### src/rtl/twin_edge_pkg.sv
package twin_edge_pkg;

  // Which clock edge updates a register bank.
  typedef enum logic {
    EDGE_RISE = 1'b0,
    EDGE_FALL = 1'b1
  } edge_pol_e;

endpackage

### src/rtl/edge_bank.sv
module edge_bank
  import twin_edge_pkg::*;
#(
  parameter int unsigned WIDTH = 8,
  parameter edge_pol_e   POL   = EDGE_RISE
) (
  input  logic             clk,
  input  logic             clr,
  input  logic [WIDTH-1:0] peer,
  output logic [WIDTH-1:0] q
);

  localparam logic [WIDTH-1:0] ONE = WIDTH'(1);

  logic [WIDTH-1:0] next_q;

  // Load the opposite bank plus one, or zero on clear.
  always_comb begin
    if (clr) next_q = '0;
    else     next_q = peer + ONE;
  end

  // The parameter picks a single edge polarity for this bank.
  generate
    if (POL == EDGE_RISE) begin : g_rise
      always_ff @(posedge clk) begin
        q <= next_q;
      end
    end else begin : g_fall
      always_ff @(negedge clk) begin
        q <= next_q;
      end
    end
  endgenerate

endmodule

### src/rtl/phase_mux.sv
module phase_mux #(
  parameter int unsigned WIDTH = 8
) (
  input  logic             sel_hi,
  input  logic [WIDTH-1:0] hi_val,
  input  logic [WIDTH-1:0] lo_val,
  output logic [WIDTH-1:0] y
);

  always_comb begin
    if (sel_hi) y = hi_val;
    else        y = lo_val;
  end

endmodule

### src/rtl/twin_edge_counter.sv
module twin_edge_counter
  import twin_edge_pkg::*;
#(
  parameter int unsigned WIDTH = 8
) (
  input  logic             clk,
  input  logic             clr,
  output logic [WIDTH-1:0] count
);

  logic [WIDTH-1:0] rise_q;
  logic [WIDTH-1:0] fall_q;

  // Rising bank follows the falling bank.
  edge_bank #(
    .WIDTH (WIDTH),
    .POL   (EDGE_RISE)
  ) u_rise_bank (
    .clk  (clk),
    .clr  (clr),
    .peer (fall_q),
    .q    (rise_q)
  );

  // Falling bank follows the rising bank.
  edge_bank #(
    .WIDTH (WIDTH),
    .POL   (EDGE_FALL)
  ) u_fall_bank (
    .clk  (clk),
    .clr  (clr),
    .peer (rise_q),
    .q    (fall_q)
  );

  // Clock level chooses the bank that updated most recently.
  phase_mux #(
    .WIDTH (WIDTH)
  ) u_out_mux (
    .sel_hi (clk),
    .hi_val (rise_q),
    .lo_val (fall_q),
    .y      (count)
  );

endmodule

### config.mk
export PLATFORM = sky130hd
export DESIGN_NAME = twin_edge_counter
export DESIGN_NICKNAME = d
export VERILOG_FILES = /design/src/rtl/twin_edge_pkg.sv /design/src/rtl/edge_bank.sv /design/src/rtl/phase_mux.sv /design/src/rtl/twin_edge_counter.sv
export SDC_FILE = /design/constraint.sdc
export NUM_CORES = 1
export LEC_CHECK = 0
export ABC_AREA = 1
export BUFFER_PORTS_ARGS = -buffer_cell sky130_fd_sc_hd__buf_4
export CORE_MARGIN = 5
export CORE_UTILIZATION = 40
export CTS_CLUSTER_SIZE = 10
export DETAILED_ROUTE_END_ITERATION = 16
export PLACE_DENSITY = 0.69
export SYNTH_ARGS = -nofsm -noshare
export SYNTH_HDL_FRONTEND = slang
export SYNTH_SLANG_ARGS = --single-unit
### constraint.sdc
create_clock -name clk -period 1.2 [get_ports clk]
set_clock_uncertainty 0.1 [all_clocks]
set_input_delay 0.3 -clock clk [delete_from_list [all_inputs] [get_ports clk]]
set_output_delay 0.3 -clock clk [all_outputs]
set_load 0.05 [all_outputs]
==> flow_summary.yaml, run 1 <==
yosys:
  synth_top_cell_area_share: 0.429
  syn-num-nets: 115
  yosysWarnings: 0
  ys_ff_latch: 16
  mappedNetlistArea_sq_um: 747
  synth_common_cells: "nand2_1 (34), nor2_1 (22), dfxtp_1 (16)"
  synth_edf_count: 0
  dominantRegCellSynth: "dfxtp_1"
  synth.distinct_cells: 15
  postSynthCellCount: 111
  async_flop_share: 0
  yosys.area.top_type: "dfxtp_1"
  avgSynthCellArea_sq_um: 6.73
  synth_area_leaders: "dfxtp_1 (43%), nand2_1 (17%), nor2_1 (11%), o21ai_0 (5.4%), inv_1 (4.5%)"
  ys_seq_area_frac: 0.429
  yosysMostFrequentCell: "nand2_1"
die:
  initial_core_util: 0.428
  fp-row-count: 15
  die_w_um: 53.2
  fp.dieH_um: 53.2
  pin_count: 10
run_status:
  stop_stage: "global routing (5_1_grt)"
  error_line: "[ERROR DPL-0038] Utilization greater than 100%, impossible to legalize"
  outcome: "stopped before the end"
timing:
  worst-ep-kind: "primary output"
  worst_endpoint: "count[4]"
placement:
  portBuffers: 9
  gp_congestion: 0.738
  dp_hpwl_mm: 1.50
clock_tree:
  postCtsHoldBufs: 0
global_routing:
  grt_max_degree: 12
what timing repair did:
item / in CTS
gates resized for setup: 56
buffers inserted: 11
setup endpoints to repair: 40
pin swaps: 21
metrics by stage:
stage                     std cells  utilization  TNS, ns  cell area (sq um)  setup WS (ns)
after global placement          164        0.669    -9.27               1170         -0.491
after detailed placement        164        0.669    -9.59               1170         -0.508
after floorplan                 111            -    -7.50                933         -0.513
after CTS                       199        0.933   -12.94               1630         -0.815
kinds of logic after synthesis:
logic type	count (synthesis)	share of synthesized area
compound gates	14	0.0938
xor+xnor	1	0.0117
fa+ha+maj	2	0.0335
buf+inv	12	0.0636
flops	16	0.429
simple gates	66	0.369
==> inputs of run 2 (changes only) <==
--- a/config.mk
+++ b/config.mk
@@ -7,11 +7,10 @@
 export LEC_CHECK = 0
 export ABC_AREA = 1
 export BUFFER_PORTS_ARGS = -buffer_cell sky130_fd_sc_hd__buf_4
-export CORE_MARGIN = 5
-export CORE_UTILIZATION = 40
-export CTS_CLUSTER_SIZE = 10
+export CORE_AREA = 5 5 66 68
 export DETAILED_ROUTE_END_ITERATION = 16
-export PLACE_DENSITY = 0.69
+export DIE_AREA = 0 0 71 73
+export PLACE_DENSITY_LB_ADDON = 0.15
 export SYNTH_ARGS = -nofsm -noshare
 export SYNTH_HDL_FRONTEND = slang
 export SYNTH_SLANG_ARGS = --single-unit
==> flow_summary.yaml, run 2 <==
cells_and_area:
  layout-drive-gt1-share: 0.702
  nNetsFinal: 184
  final_core_util: 0.490
  final_common_cell: "buf_6"
  syn2layout_area_growth_pct: 149
  num_antenna_cells: 0
  largestRegisters: "u_fall_bank.q (8), u_rise_bank.q (8)"
  instances_no_fill: 231
  final_cell_mix: "buf_6 (22), buf_4 (21), nand2_1 (18), nor2_1 (14), inv_1 (14)"
timing:
  worst_pin_slew_ns: 0.141
  setup_viol: 40
  maxSlewViolCount: 0
  rsz0062_at_grt: "yes"
  hold_viol_final: 0
  final.setup.tns_ns: -12.76
  postLayoutSetupSlackWorst_ns: -0.813
  hold_ws_ns: 0.0732
  slew_headroom: 0.906
drt:
  vias: 973
  drt_wl_total_mm: 2.67
  wire_per_inst_um: 11.5
  drtPass1Iterations: 4
  ant_nets: 0
  viasPerCell: 4.21
  drc: 0
  drt_iter0_markers: 14
yosys:
  synth_top_cell_area_share: 0.429
  synth_common_cells: "nand2_1 (34), nor2_1 (22), dfxtp_1 (16)"
  yosysWarnings: 0
  synth.distinct_cells: 15
  mappedNetlistArea_sq_um: 747
  avgSynthCellArea_sq_um: 6.73
  syn-num-nets: 115
  yosysMostFrequentCell: "nand2_1"
  postSynthCellCount: 111
  ys_ff_latch: 16
  dominantRegCellSynth: "dfxtp_1"
  async_flop_share: 0
  yosys.area.top_type: "dfxtp_1"
  synth_edf_count: 0
  ys_seq_area_frac: 0.429
  synth_area_leaders: "dfxtp_1 (43%), nand2_1 (17%), nor2_1 (11%), o21ai_0 (5.4%), inv_1 (4.5%)"
run_status:
  violations: "setup timing"
  outcome: "complete, but fails checks"
power_and_ir_drop:
  p_leak_nw: 0.850
  p_total_w: 0.00355
  p_per_area_nw_per_um2: 1910
  vdd_drop_max_mv: 0.673
global_routing:
  grt_use_total: 0.123
  grt_pass1_wl_mm: 4.86
  grt_max_degree: 12
  grt_pass1_vias: 1317
  antenna_found_initial: 0
  overflow: 0
placement:
  dp_hpwl_mm: 1.54
  dp_cells: 188
  portBuffers: 9
  gp_congestion: 0.750
clock_tree:
  cts_tree: "done"
  clk_pin_slew_ns: 0.04
  clock_latency_ns: 0.34
  postCtsHoldBufs: 0
critical_path:
  worstPathArrival_ns: 1.61
  startpoint_type: "flip-flop"
  path_max_fanout: 2
  end_kind: "primary output"
  ff2ff_path_depth: 5
  crit_required_ns: 0.80
  worstSetupPathType: "reg -> out"
die:
  fp-row-count: 23
  initial_core_util: 0.197
  die_w_um: 71
  pin_count: 10
  dieArea_sq_um: 5180
  fp.dieH_um: 73
  core-area_sq_um: 3800
hold_path:
  hold_path_class: "in -> reg"
  min_path_cells: 2
run:
  drv_cap: 0
[run 2: cell counts after synthesis]
No cell type changed its count.
[run 2: path summary, 6_finish.rpt]
path / slack, ns / from / end
max: -0.81 / u_fall_bank.q[3]$_SDFF_NP0_ / count[3]
min: 0.07 / clr / u_rise_bank.q[1]$_SDFF_PP0_
max reg2reg: -0.58 / u_fall_bank.q[1]$_SDFF_NP0_ / u_rise_bank.q[2]$_SDFF_PP0_
min reg2reg: 0.97 / u_rise_bank.q[3]$_SDFF_PP0_ / u_fall_bank.q[4]$_SDFF_NP0_
[run 2: what timing repair did]
action | CTS | global route
resized for setup | 65 | 19
pin swaps | 23 | 16
setup buffers | 15 | 8
endpoints found under the setup margin | 39 | 40
[run 2: kinds of logic (layout without fill, tap and decap cells)]
kind of cell	after synthesis	in the layout	share of synthesized area
simple gates	66	66	0.369
flops	16	16	0.429
compound gates	14	14	0.0938
buf+inv	12	82	0.0636
fa+ha+maj	2	2	0.0335
xor+xnor	1	1	0.0117
[run 2: through the flow]
stage / instance area (sq um) / setup WS (ns)
final: 1860 / -0.813
after global routing: 1860 / -0.862
after CTS: 1770 / -0.820
after detailed placement: 1180 / -0.515
after global placement: 1180 / -0.518
after floorplan: 933 / -0.513
[run 2: where the power goes]
part	internal [W]	total (W)	switching, W
Combinational	0.000114	0.000202	0.0000882
Clock	0.00166	0.00277	0.00111
Sequential	0.000550	0.000578	0.0000277
Total	0.00232	0.00355	0.00123
[run 2: critical path, stage by stage (launching register included)]
cell and delay [ns]:
dfxtp_2 0.32, inv_2 0.05, o21ai_4 0.13, buf_6 0.17
[run 2: layout make-up]
| cell class | count | area [sq um] |
|---|---|---|
| fillers | 372 | 1940 |
| inverters | 9 | 38.8 |
| multi-input cells | 83 | 663 |
| clock buffers | 23 | 363 |
| clock inverters | 15 | 56.3 |
| repair buffers | 35 | 323 |
| flip-flops and latches | 16 | 355 |
| well taps | 50 | 62.6 |
[run 2: routing by layer]
metal / share of wire / vias to the layer above / routed length (um) / GRT usage
li1: - / 488 / - / -
met1: 0.35 / 435 / 943 / 0.0971
met2: 0.51 / 34 / 1370 / 0.176
met3: 0.081 / 16 / 217 / 0.0758
met4: 0.051 / 0 / 135 / 0.175
met5: 0 / - / 0 / 0
(Power assumes the default switching activity.)
